`src/rtl/tdm_qs_pkg.sv`:
```
package tdm_qs_pkg;
    localparam int BITS_PER_CH = 8;
    localparam int BIT_W       = $clog2(BITS_PER_CH);
    localparam int CH_W        = 8;
    localparam int FIELD_W     = 3;
    localparam int NQUAD       = 4;
    localparam int USED_W      = NQUAD * FIELD_W;
    localparam int CTRL_W      = 16;

    typedef enum logic [1:0] {
        RATE_2M  = 2'd0,
        RATE_4M  = 2'd1,
        RATE_8M  = 2'd2,
        RATE_16M = 2'd3
    } rate_e;

    typedef enum logic {
        ST_HUNT = 1'b0,
        ST_LOCK = 1'b1
    } sync_e;

    typedef logic [FIELD_W-1:0] code_t;
endpackage

```
`src/rtl/tdm_qs_ctrl_reg.sv`:
```
module tdm_qs_ctrl_reg
    import tdm_qs_pkg::*;
#(
    parameter int P_CTRL_W = CTRL_W,
    parameter int P_USED_W = USED_W
) (
    input  logic                clk,
    input  logic                rst_n,
    input  logic                wr_en,
    input  logic [P_CTRL_W-1:0] wr_data,
    output logic [P_USED_W-1:0] fields,
    output logic [P_CTRL_W-1:0] ctrl_rd
);
    localparam int PAD_W = P_CTRL_W - P_USED_W;

    logic [P_USED_W-1:0] reg_q;

    always_ff @(posedge clk) begin
        if (!rst_n)
            reg_q <= '0;
        else if (wr_en)
            reg_q <= wr_data[P_USED_W-1:0];
    end

    assign fields  = reg_q;
    assign ctrl_rd = {{PAD_W{1'b0}}, reg_q};
endmodule

```
`src/rtl/tdm_qs_timing.sv`:
```
module tdm_qs_timing
    import tdm_qs_pkg::*;
#(
    parameter int P_CH_W  = CH_W,
    parameter int P_BIT_W = BIT_W
) (
    input  logic              clk,
    input  logic              rst_n,
    input  rate_e             rate,
    input  logic              fp,
    output logic              in_frame,
    output logic [P_BIT_W-1:0] bit_pos,
    output logic [P_CH_W-1:0]  ch_pos,
    output logic [1:0]        quad
);
    localparam logic [P_BIT_W-1:0] LAST_BIT = P_BIT_W'(BITS_PER_CH - 1);
    localparam int SH_BASE = P_CH_W - 5;

    sync_e             state, state_nxt;
    logic [P_BIT_W-1:0] bit_q;
    logic [P_CH_W-1:0]  ch_q;
    logic [P_CH_W-1:0]  ch_mask;

    always_ff @(posedge clk) begin
        if (!rst_n)
            state <= ST_HUNT;
        else
            state <= state_nxt;
    end

    always_comb begin
        state_nxt = state;
        unique case (state)
            ST_HUNT: if (fp) state_nxt = ST_LOCK;
            ST_LOCK: state_nxt = ST_LOCK;
        endcase
    end

    always_comb begin
        in_frame = fp || (state == ST_LOCK);
        bit_pos  = fp ? '0 : bit_q;
        ch_pos   = fp ? '0 : ch_q;
        ch_mask  = {P_CH_W{1'b1}} >> (3 - int'(rate));
        quad     = 2'(ch_pos >> (SH_BASE + int'(rate)));
    end

    always_ff @(posedge clk) begin
        if (!rst_n) begin
            bit_q <= '0;
            ch_q  <= '0;
        end else if (in_frame) begin
            bit_q <= bit_pos + 1'b1;
            if (bit_pos == LAST_BIT)
                ch_q <= (ch_pos + 1'b1) & ch_mask;
            else
                ch_q <= ch_pos;
        end
    end
endmodule

```
`src/rtl/tdm_qs_subst.sv`:
```
module tdm_qs_subst
    import tdm_qs_pkg::*;
#(
    parameter int P_BIT_W  = BIT_W,
    parameter int P_USED_W = USED_W
) (
    input  logic                clk,
    input  logic                rst_n,
    input  logic                din,
    input  logic                in_frame,
    input  logic [P_BIT_W-1:0]  bit_pos,
    input  logic [1:0]          quad,
    input  logic [P_USED_W-1:0] fields,
    output code_t               act_code,
    output logic                dout
);
    localparam logic [P_BIT_W-1:0] LSB_POS = P_BIT_W'(BITS_PER_CH - 1);

    code_t code_q;
    code_t field_sel;
    logic  forced;
    logic  nxt_bit;

    always_comb begin
        field_sel = fields[int'(quad)*FIELD_W +: FIELD_W];
        if (!in_frame)
            act_code = '0;
        else if (bit_pos == '0)
            act_code = field_sel;
        else
            act_code = code_q;
        forced  = act_code[2] && (act_code[1] ? (bit_pos == '0) : (bit_pos == LSB_POS));
        nxt_bit = forced ? act_code[0] : din;
    end

    always_ff @(posedge clk) begin
        if (!rst_n) begin
            code_q <= '0;
            dout   <= 1'b0;
        end else begin
            code_q <= act_code;
            dout   <= nxt_bit;
        end
    end
endmodule

```
`src/rtl/tdm_quad_subst.sv`:
```
module tdm_quad_subst
    import tdm_qs_pkg::*;
(
    input  logic        clk,
    input  logic        rst_n,
    input  logic [1:0]  rate_sel,
    input  logic        frame_pulse,
    input  logic        ser_in,
    input  logic        wr_en,
    input  logic [15:0] wr_data,
    output logic        ser_out,
    output logic [15:0] ctrl_rd
);
    logic [USED_W-1:0] fields;
    logic              in_frame;
    logic [BIT_W-1:0]  bit_pos;
    logic [CH_W-1:0]   ch_pos;
    logic [1:0]        quad;
    code_t             act_code;

    tdm_qs_ctrl_reg u_reg (
        .clk     (clk),
        .rst_n   (rst_n),
        .wr_en   (wr_en),
        .wr_data (wr_data),
        .fields  (fields),
        .ctrl_rd (ctrl_rd)
    );

    tdm_qs_timing u_tim (
        .clk      (clk),
        .rst_n    (rst_n),
        .rate     (rate_e'(rate_sel)),
        .fp       (frame_pulse),
        .in_frame (in_frame),
        .bit_pos  (bit_pos),
        .ch_pos   (ch_pos),
        .quad     (quad)
    );

    tdm_qs_subst u_sub (
        .clk      (clk),
        .rst_n    (rst_n),
        .din      (ser_in),
        .in_frame (in_frame),
        .bit_pos  (bit_pos),
        .quad     (quad),
        .fields   (fields),
        .act_code (act_code),
        .dout     (ser_out)
    );
endmodule

```
`config.mk`:
```
export PLATFORM = sky130hd
export DESIGN_NAME = tdm_quad_subst
export DESIGN_NICKNAME = d
export VERILOG_FILES = /design/src/rtl/tdm_qs_pkg.sv /design/src/rtl/tdm_qs_ctrl_reg.sv /design/src/rtl/tdm_qs_timing.sv /design/src/rtl/tdm_qs_subst.sv /design/src/rtl/tdm_quad_subst.sv
export SDC_FILE = /design/constraint.sdc
export NUM_CORES = 1
export LEC_CHECK = 0
export BUFFER_PORTS_ARGS = -buffer_cell sky130_fd_sc_hd__buf_2
export CAP_MARGIN = 30
export CORE_ASPECT_RATIO = 1.25
export CORE_UTILIZATION = 25
export CTS_CLUSTER_SIZE = 24
export DETAILED_ROUTE_END_ITERATION = 10
export PLACE_DENSITY = 0.52
export SLEW_MARGIN = 20
export SYNTH_ARGS = -nofsm -noshare
export SYNTH_HDL_FRONTEND = slang
export SYNTH_SLANG_ARGS = --single-unit
```
`constraint.sdc`:
```
create_clock -name clk -period 2.55 [get_ports clk]
set_input_delay 0.1275 -clock clk [delete_from_list [all_inputs] [get_ports clk]]
set_output_delay 0.1275 -clock clk [all_outputs]
set_load 0.01 [all_outputs]
```
==> metrics.cfg, run 1 <==
[sta]
fin_setup_tns_ns=0
setup_violations=0
fin_crit_ns=2.15
skew_ns=0.00953
rsz0062_at_grt=false
clock.fmax_mhz=464
layout_setup_ws_ns=0.396
drv_slew=0
period_share=0.845
hold_violations=0

[global_routing]
grt_use_total=0.0987
grt_start_max_net_pins=24
grt_pass1_wl_mm=5.15
grt_pass1_vias=1108
gr-total-overflow=0
antenna_found_initial=0

[setup_path]
path_max_fanout=5
setup.worst_path.start_class=flop
required_ns=2.72
cp_top_family=multiplexers
crit_slowest_cell=mux4_2
crit_arrival_ns=2.32
cp-end-kind=flop
path_cells=mux4_2, nor2b_4, mux4_1, nand2b_1, a221oi_1, mux2_4
critPathKind=flop to flop
max_stage_delay_ns=0.50
path_buf_inv=0

[placed_design]
dp_hpwl_mm=2.30
pre_cts_ws_ns=0.363
port_buffers=31
gp_congestion=0.748
dp_cells=278

[routing]
drcViolationCount=0
dr.pass1.iters=2
vias=1224
antenna_left=0
routedWlPerCell_um=11.2
routed_via_density=4.34
wirelength_mm=3.15
first_iter_violations=72

[min_path]
hold_class=input port to flop

[clock_network]
insertion_delay_ns=0.28
clk_pin_slew_worst_paths_ns=0.10
postCtsSetupBuffers=0
numCtsBuffers=3
cts_resized=0
cts.sinks=28
htree_levels=1
cts_tree=yes
cts_root_buf=clkbuf_8
ctsHoldBuffers=0
cts.path.max_buffers=2

[cells_and_area]
final_cell_mix=buf_2 (31), dfxtp_1 (28), mux2i_1 (21)
drive_gt1_frac=0.234
final_common_cell=buf_2
areaGrowthSynthToFinish_pct=16.7
final_net_count=225
final_cell_count_no_fill=282
multiInputGateArea_um2=927
antenna_cells=0
seqCellArea_um2=561
nFillCells=634

[synthesis]
synth-main-ff-cell=dfxtp_1
yosysWarnings=0
synth_edf_count=0
synth.yosys.seq_area_share=0.355
syn-cell-area_um2=1580
ys_ff_latch=28
synthCells=169
yosysUniqueCellTypes=39
avgSynthCellArea_um2=9.34
synthArstFlopShare=0

[power_and_ir_drop]
leakage_nw=0.755
p_per_area_nw_per_um2=469
vdd_ir_drop_max_mv=0.252

[job]
drv_cap=0

[floorplan]
die_w_um=73.1
row_count=32
ioPinCount=40
dieArea_um2=6630
core_area_um2=6130
initial_core_util=0.258
chipHeight_um=90.8

[run_status]
status=finished clean

## cell families (layout without fill, tap and decap cells)
kind of cell | count (synthesis) | in the layout | share of synthesized area
other | 1 | 4 | 0.00238
DFF | 28 | 28 | 0.355
and+or+nand+nor | 63 | 63 | 0.227
adders and majority gates | 4 | 4 | 0.0317
muxes | 25 | 25 | 0.188
AOI/OAI and AO/OA | 30 | 30 | 0.126
buffers and inverters | 17 | 42 | 0.0642
xor gates and xnor gates | 1 | 1 | 0.00555
## final timing paths
check                 start              end  slack (ns)  depth (start not counted)
max           u_tim.ch_q[6]       u_sub.dout        0.40                          6
min              wr_data[1]  u_reg.fields[1]         0.1                          3
max reg2reg   u_tim.ch_q[6]       u_sub.dout        0.40                          6
min reg2reg  u_tim.bit_q[1]   u_tim.bit_q[1]        0.46                          2
## registers in the layout (all words and copies together), names as in the netlist
name / cells
u_sub.code_q: 3
u_reg.fields: 12
u_tim.ch_q: 8
u_tim.bit_q: 3
u_sub.dout: 1
u_tim.state: 1
## layout make-up
| cell class | instances | share of cell area |
|---|---|---|
| multi-input combinational | 127 | 0.503 |
| sequential | 28 | 0.304 |
| timing repair buffer | 34 | 0.0965 |
| tap | 85 | 0.0577 |
| clock buffer | 4 | 0.0299 |
| inverter | 4 | 0.00815 |
## stage by stage
step	cell area, um2	total power, mW	hold WS, ns	utilization
final	1840	0.863	0.0968	0.301
after global routing	1840	0.908	0.103	0.301
after CTS	1840	0.875	0.0947	0.301
after detailed placement	1790	0.596	0.391	0.292
after global placement	1790	0.596	0.384	0.292
after floorplan	1590	0.559	0.252	-
## metal layers
layer,vias up,wire [um],global-route usage
li1,632,-,-
met1,557,1540,0.134
met2,30,1450,0.157
met3,5,114,0.0179
met4,0,36,0.0294
met5,-,0,0
## synth_stat cells (4+ instances only)
| master | n | area, um2 |
|---|---|---|
| a21oi_1 | 7 | 35.0 |
| buf_4 | 4 | 30.0 |
| clkbuf_1 | 5 | 18.8 |
| dfxtp_1 | 28 | 561 |
| ha_1 | 4 | 50.1 |
| inv_1 | 4 | 15.0 |
| mux2i_1 | 21 | 210 |
| nand2_1 | 13 | 48.8 |
| nand2b_1 | 6 | 37.5 |
| nor2_1 | 9 | 33.8 |
| nor2b_1 | 20 | 125 |
| o21ai_0 | 6 | 30.0 |
| o21ai_1 | 4 | 20.0 |
## worst reg2reg max path, delay by kind of cell, from the launching register on
| family | cells | cell delay [ns] |
|---|---|---|
| AND/OR/NAND/NOR | 2 | 0.25 |
| flip-flops | 1 | 0.35 |
| AO/OA/AOI/OAI | 1 | 0.41 |
| multiplexers | 3 | 1.04 |
## report_power, final
part,total (mW),internal (mW),switching [mW]
logic,0.118,0.0578,0.0599
registers,0.467,0.454,0.0123
clock network,0.278,0.138,0.140
(Power assumes the default switching activity.)
==> run 2: changes to the inputs <==
--- a/config.mk
+++ b/config.mk
@@ -5,13 +5,14 @@
 export SDC_FILE = /design/constraint.sdc
 export NUM_CORES = 1
 export LEC_CHECK = 0
+export ABC_AREA = 1
 export BUFFER_PORTS_ARGS = -buffer_cell sky130_fd_sc_hd__buf_2
 export CAP_MARGIN = 30
 export CORE_ASPECT_RATIO = 1.25
 export CORE_UTILIZATION = 25
 export CTS_CLUSTER_SIZE = 24
 export DETAILED_ROUTE_END_ITERATION = 10
-export PLACE_DENSITY = 0.52
+export PLACE_DENSITY = 0.53
 export SLEW_MARGIN = 20
 export SYNTH_ARGS = -nofsm -noshare
 export SYNTH_HDL_FRONTEND = slang
==> constraint.sdc (replaced) <==
create_clock -name clk -period 1.85 [get_ports clk]
set_input_delay 0.0925 -clock clk [delete_from_list [all_inputs] [get_ports clk]]
set_output_delay 0.0925 -clock clk [all_outputs]
set_load 0.01 [all_outputs]
==> run 2 against run 1 <==
Against the previous run:
- clock power grew 81%
- total power grew 58%
- critical endpoint is now u_tim.ch_q[7]
- non-clock buffer count grew 3
- synthesized cell count grew 25%
- core utilization grew 1.7 points
==> metrics.cfg, run 2 <==
[min_path]
whs_path_depth=3  ; unchanged
hold_class=input port to flop  ; unchanged

[setup_path]
path_buf_inv=2  ; was 0
path_max_fanout=4  ; was 5
path_cells=nand2_1, inv_1, ha_1, ha_2, inv_1, nor2_2, nand3_2, nor2_2, nand2_1, xor2_1, o2111ai_1, o21ai_1  ; was mux4_2, nor2b_4, mux4_1, nand2b_1, a221oi_1, mux2_4
crit_arrival_ns=1.92  ; was 2.32 ns
required_ns=2.03  ; was 2.72 ns
reg2reg_depth=12  ; was 6
cp_top_family=simple AND/OR/NAND/NOR gates  ; was multiplexers
cp-end-kind=flop  ; unchanged
r2r_slack_ns=0.10  ; was 0.40 ns
critPathKind=flop to flop  ; unchanged
max_stage_delay_ns=0.33  ; was 0.50 ns
crit_cells=12  ; was 6
crit_slowest_cell=dfxtp_1  ; was mux4_2
setup.worst_path.start_class=flop  ; unchanged

[sta]
layout_setup_ws_ns=0.105  ; was 0.396 ns
setup_violations=0  ; unchanged
hold_ws_ns=0.0249  ; was 0.0968 ns
period_share=0.943  ; was 0.845
hold_violations=0  ; unchanged
fin_crit_ns=1.75  ; was 2.15 ns
skew_ns=0.00401  ; was 0.00953 ns
drv_slew=0  ; unchanged
rsz0062_at_grt=true  ; was false
clock.fmax_mhz=573  ; was 464 MHz

[cells_and_area]
seqCellArea_um2=561  ; unchanged
final_net_count=274  ; was 225
antenna_cells=0  ; unchanged
drive_gt1_frac=0.264  ; was 0.234
nFillCells=635  ; was 634
areaGrowthSynthToFinish_pct=21.2  ; was 16.7%
final_common_cell=nor2_1  ; was buf_2
multiInputGateArea_um2=848  ; was 927 um2
largest_reg_flops=12  ; unchanged
final_cell_mix=nor2_1 (35), nand2_1 (32), buf_2 (31)  ; was buf_2 (31), dfxtp_1 (28), mux2i_1 (21)

[synthesis]
yosysMostFrequentCell=nor2_1  ; was dfxtp_1
yosysWarnings=0  ; unchanged
synth.yosys.seq_area_share=0.368  ; was 0.355
yosysTopAreaCell=dfxtp_1  ; unchanged
ys_ff_latch=28  ; unchanged
netlist.area_leader.share=0.368  ; was 0.355
synthTopCellsByCount=nor2_1 (38), nand2_1 (32), dfxtp_1 (28)  ; was dfxtp_1 (28), mux2i_1 (21), nor2b_1 (20)
yosysUniqueCellTypes=31  ; was 39
avgSynthCellArea_um2=7.22  ; was 9.34 um2
synthCells=211  ; was 169
syn-cell-area_um2=1520  ; was 1580 um2
synth-main-ff-cell=dfxtp_1  ; unchanged
synthArstFlopShare=0  ; unchanged
synth_edf_count=0  ; unchanged
synthTopCellsByArea=dfxtp_1 (37%), nor2_1 (9.4%), nand2_1 (7.9%), o21ai_0 (6.6%), inv_1 (4.7%)  ; was dfxtp_1 (36%), mux2i_1 (13%), nor2b_1 (7.9%), ha_1 (3.2%), nand2_1 (3.1%)

[run_status]
status=finished clean  ; unchanged

[global_routing]
antenna_found_initial=0  ; unchanged
gr-total-overflow=0  ; unchanged
grt_use_total=0.125  ; was 0.0987
grt_pass1_vias=1424  ; was 1,108
grt_start_max_net_pins=19  ; was 24
grt_pass1_wl_mm=6.31  ; was 5.15 mm

[clock_network]
cts_root_buf=clkbuf_8  ; unchanged
cts.sinks=28  ; unchanged
postCtsSetupBuffers=0  ; unchanged
clk_pin_slew_worst_paths_ns=0.10  ; about the same
numCtsBuffers=3  ; unchanged
insertion_delay_ns=0.28  ; about the same
ctsHoldBuffers=0  ; unchanged
cts.path.max_buffers=2  ; unchanged
htree_levels=1  ; unchanged
cts_tree=yes  ; unchanged

[routing]
routedWlPerCell_um=11.7  ; was 11.2 um
routed_via_density=4.63  ; was 4.34
wirelength_mm=3.65  ; was 3.15 mm
antenna_left=0  ; unchanged
vias=1446  ; was 1,224
drcViolationCount=0  ; unchanged
dr.pass1.iters=4  ; was 2
first_iter_violations=72  ; unchanged

[floorplan]
ioPinCount=40  ; unchanged
chipHeight_um=89.3  ; was 90.8 um
row_count=31  ; was 32
dieArea_um2=6410  ; was 6630 um2
die_w_um=71.8  ; was 73.1 um
core_area_um2=5820  ; was 6130 um2
initial_core_util=0.262  ; was 0.258

[placed_design]
pre_cts_ws_ns=0.0817  ; was 0.363 ns
port_buffers=31  ; unchanged
dp_hpwl_mm=2.78  ; was 2.30 mm
gp_congestion=0.787  ; was 0.748

[power_and_ir_drop]
leakage_nw=0.866  ; was 0.755 nW
p_per_area_nw_per_um2=740  ; was 469 nW/um2
vdd_ir_drop_max_mv=0.349  ; was 0.252 mV

[job]
drv_cap=0  ; unchanged

-- run 2: cell count changes after synthesis, moves of 5 or more --
cell,delta
nor3_1,+5
mux2i_1,-21
o21ai_0,+14
nand2b_1,-6
nor2_1,+29
nand2_1,+19
nor2b_1,-20
inv_1,+15
nand3_1,+12
-- run 2: final timing paths --
path / from / endpoint
max: u_tim.bit_q[0] / u_tim.ch_q[7]
min reg2reg: u_reg.fields[6] / u_reg.fields[6]
max reg2reg: u_tim.bit_q[0] / u_tim.ch_q[7]
min: wr_data[8] / u_reg.fields[8]
-- run 2: layout make-up --
cell class	instances	share of cell area
multi-input cells	155	0.460
flip-flops and latches	28	0.304
repair buffers	37	0.108
inverters	22	0.0447
well taps	66	0.0447
clock buffers	3	0.0224
clock inverters	1	0.0163
-- run 2: kinds of logic (layout without fill, tap and decap cells) --
logic type / Yosys count / count (layout) / synth area share
AND/OR/NAND/NOR: 108 / 108 / 0.353
AO/OA/AOI/OAI: 38 / 38 / 0.145
buffers and inverters: 31 / 63 / 0.0920
flip-flops: 28 / 28 / 0.368
adder cells (fa/ha/maj): 4 / 4 / 0.0329
other: 1 / 4 / 0.00246
XOR/XNOR: 1 / 1 / 0.00575
-- run 2: timing repair --
item | 4_1_cts | 5_1_grt
hold endpoints to repair | 0 | 0
setup endpoints to repair | 0 | 4
gates resized for setup | 0 | 7
-- run 2: per-stage QoR --
step,power [mW],std cells,instance area (um2),utilization,TNS (ns)
floorplan,0.807,214,1530,-,0
global route,1.44,312,1850,0.317,-0.0890
global placement,0.878,308,1760,0.302,0
finish,1.37,312,1850,0.317,0
CTS,1.38,312,1830,0.315,0
detailed placement,0.879,308,1760,0.302,0
-- run 2: per-layer routing --
layer / up-vias / wire length [um] / track usage / part of all wire
met5: - / 0 / 0 / 0
met4: 0 / 28 / 0.0339 / 0.0077
met3: 2 / 124 / 0.0248 / 0.034
met2: 31 / 1830 / 0.235 / 0.50
met1: 659 / 1660 / 0.145 / 0.46
li1: 754 / - / - / -
-- run 2: where the power goes --
group | switching [mW] | internal, mW | leakage [nW]
registers | 0.0164 | 0.633 | 0.230
clock network | 0.212 | 0.290 | 0.0357
logic | 0.134 | 0.0804 | 0.600
total | 0.362 | 1.00 | 0.866
-- run 2: worst min-delay path, cell delays in order --
cell	delay (ns)
buf_2	0.08
nor2_1	0.03
nor2_1	0.08
==> run 3: changes to the inputs <==
--- a/config.mk
+++ b/config.mk
@@ -9,10 +9,11 @@
 export BUFFER_PORTS_ARGS = -buffer_cell sky130_fd_sc_hd__buf_2
 export CAP_MARGIN = 30
 export CORE_ASPECT_RATIO = 1.25
+export CORE_MARGIN = 8
 export CORE_UTILIZATION = 25
 export CTS_CLUSTER_SIZE = 24
 export DETAILED_ROUTE_END_ITERATION = 10
-export PLACE_DENSITY = 0.53
+export PLACE_DENSITY = 0.49
 export SLEW_MARGIN = 20
 export SYNTH_ARGS = -nofsm -noshare
 export SYNTH_HDL_FRONTEND = slang
==> run 3 against run 2 <==
Against the previous run:
- cell area increased by 0.61%
- combinational power about the same
- non-clock buffer count unchanged
- critical path depth unchanged
- routed wire length grew 6.4%
- sequential power about the same
- first-iteration DRC count shrank 32%
- largest cell class unchanged
==> metrics.cfg, run 3 (synthesis gave the netlist of run 2 again) <==
[run_status]
status=finished clean  ; unchanged

[min_path]
whs_path_depth=3  ; unchanged
min_delay_worst_endpoint=u_reg.fields[11]  ; was u_reg.fields[8]
hold_class=input port to flop  ; unchanged
min_from=wr_data[11]  ; was wr_data[8]

[floorplan]
dieArea_um2=8860  ; was 6410 um2
chipHeight_um=103  ; was 89.3 um
row_count=32  ; was 31
initial_core_util=0.252  ; was 0.262
ioPinCount=40  ; unchanged
die_w_um=85.8  ; was 71.8 um
core_area_um2=6050  ; was 5820 um2

[routing]
first_iter_violations=49  ; was 72
routedWlPerCell_um=11.7  ; about the same
routed_via_density=4.27  ; was 4.63
antenna_left=0  ; unchanged
wirelength_mm=3.88  ; was 3.65 mm
drcViolationCount=0  ; unchanged
vias=1412  ; was 1,446
dr.pass1.iters=4  ; unchanged

[cells_and_area]
drive_gt1_frac=0.244  ; was 0.264
final_cell_mix=nor2_1 (37), nand2_1 (32), buf_2 (31)  ; was nor2_1 (35), nand2_1 (32), buf_2 (31)
final_net_count=274  ; unchanged
largest_reg_flops=12  ; unchanged
finalInstanceArea_um2=1860  ; was 1850 um2
final_common_cell=nor2_1  ; unchanged
antenna_cells=0  ; unchanged
areaGrowthSynthToFinish_pct=21.9  ; was 21.2%
fin_util=0.307  ; was 0.317

[global_routing]
grt_start_max_net_pins=19  ; unchanged
use_met2=0.164  ; was 0.235
met3_usage=0.0285  ; was 0.0248
antenna_found_initial=0  ; unchanged
grt_use_total=0.0928  ; was 0.125
grt_pass1_vias=1477  ; was 1,424
grt_pass1_wl_mm=6.62  ; was 6.31 mm
grt_most_used_layer=met2  ; unchanged
gr-total-overflow=0  ; unchanged
met1_usage=0.107  ; was 0.145

[sta]
layout_setup_ws_ns=0.105  ; about the same
setup_violations=0  ; unchanged
hold_ws_ns=0.0240  ; was 0.0249 ns
period_share=0.943  ; about the same
hold_violations=0  ; unchanged
drv_slew=0  ; unchanged
rsz0062_at_grt=true  ; unchanged
clock.fmax_mhz=573  ; about the same
fin_crit_ns=1.75  ; about the same
skew_ns=0.00245  ; was 0.00401 ns

[power_and_ir_drop]
swShare=0.263  ; was 0.265
p_sw_uw=358  ; was 362 uW
intPower_mw=1.00  ; unchanged
vdd_ir_drop_max_mv=0.359  ; was 0.349 mV
power_frac_seq=0.476  ; about the same
p_total_mw=1.36  ; was 1.37 mW
p_comb_frac=0.159  ; was 0.157
p_per_area_nw_per_um2=733  ; was 740 nW/um2
leakage_nw=0.870  ; was 0.866 nW
clkPwrFrac=0.365  ; was 0.368

[setup_path]
cp-end-kind=flop  ; unchanged
path_cells=nand2_1, inv_1, ha_1, ha_1, inv_1, nor2_1, nand3_1, nor2_2, nand2_1, xor2_1, o2111ai_1, o21ai_0  ; was nand2_1, inv_1, ha_1, ha_2, inv_1, nor2_2, nand3_2, nor2_2, nand2_1, xor2_1, o2111ai_1, o21ai_1
critPathKind=flop to flop  ; unchanged
setup.worst_path.start_class=flop  ; unchanged
path_max_fanout=4  ; unchanged
r2r_end=u_tim.ch_q[7]  ; unchanged
required_ns=2.02  ; was 2.03 ns
reg2reg_depth=12  ; unchanged
r2r_slack_ns=0.10  ; about the same
crit_arrival_ns=1.92  ; about the same
crit_slowest_cell=dfxtp_1  ; unchanged
r2r-start=u_tim.bit_q[0]  ; unchanged
max_stage_delay_ns=0.32  ; was 0.33 ns

[clock_network]
postCtsSetupBuffers=0  ; unchanged
insertion_delay_ns=0.28  ; about the same
htree_levels=1  ; unchanged
clk_pin_slew_worst_paths_ns=0.10  ; about the same
cts.path.max_buffers=2  ; unchanged
cts.sinks=28  ; unchanged
cts_root_buf=clkbuf_8  ; unchanged
cts_tree=yes  ; unchanged
numCtsBuffers=3  ; unchanged

[placed_design]
port_buffers=31  ; unchanged
gp_congestion=0.729  ; was 0.787
pre_cts_ws_ns=0.0517  ; was 0.0817 ns
dp_hpwl_mm=3.06  ; was 2.78 mm
dpl_cell_area_um2=1780  ; was 1760 um2

[job]
drv_cap=0  ; unchanged

## run 3: stage by stage
step / TNS (ns) / instances
2_1_floorplan: 0 / 214
3_3_place_gp: 0 / 327
3_5_place_dp: 0 / 327
4_1_cts: 0 / 331
5_1_grt: -0.0184 / 331
6_report: 0 / 331
## run 3: per-layer routing
| metal | vias up | part of all wire |
|---|---|---|
| li1 | 752 | - |
| met1 | 618 | 0.47 |
| met2 | 38 | 0.47 |
| met3 | 4 | 0.050 |
| met4 | 0 | 0.0085 |
| met5 | - | 0 |
## run 3: power by group through the flow
stage / registers (mW) / clock network [mW] / logic [mW]
after floorplan: 0.670 / 0 / 0.137
after global placement: 0.663 / 0 / 0.217
after detailed placement: 0.663 / 0 / 0.219
after CTS: 0.650 / 0.514 / 0.220
after global routing: 0.653 / 0.534 / 0.247
final: 0.649 / 0.497 / 0.216
## run 3: worst max path at each step
stage | startpoint | endpoint | slack (ns) | depth (start not counted)
floorplan | frame_pulse | u_tim.ch_q[7] | 0.21 | 14
global placement | frame_pulse | u_tim.ch_q[7] | 0.07 | 14
detailed placement | frame_pulse | u_tim.ch_q[7] | 0.05 | 14
CTS | u_tim.bit_q[0] | u_tim.ch_q[7] | 0.07 | 12
global route | u_tim.bit_q[0] | u_tim.ch_q[7] | -0.02 | 12
finish | u_tim.bit_q[0] | u_tim.ch_q[7] | 0.10 | 12
## run 3: what timing repair did
action                                  4_1_cts  5_1_grt
endpoints found under the hold margin         0        0
gates resized for setup                       0        2
endpoints found under the setup margin        0        2
hold buffers                                  0        0
## run 3: area by class of cell
type                    count  area, um2
clock inverters             1       30.0
inverters                  22       82.6
flip-flops and latches     28        561
clock buffers               3       41.3
multi-input cells         155        836
well taps                  85        106
repair buffers             37        200
fillers                   657       4190
## run 3: critical path, delay by kind of cell (launching register included)
kind	cells	cell delay (ns)
buffers and inverters	2	0.15
xor gates and xnor gates	1	0.14
adders and majority gates	2	0.32
AOI/OAI and AO/OA	2	0.16
and+or+nand+nor	5	0.56
DFF	1	0.32
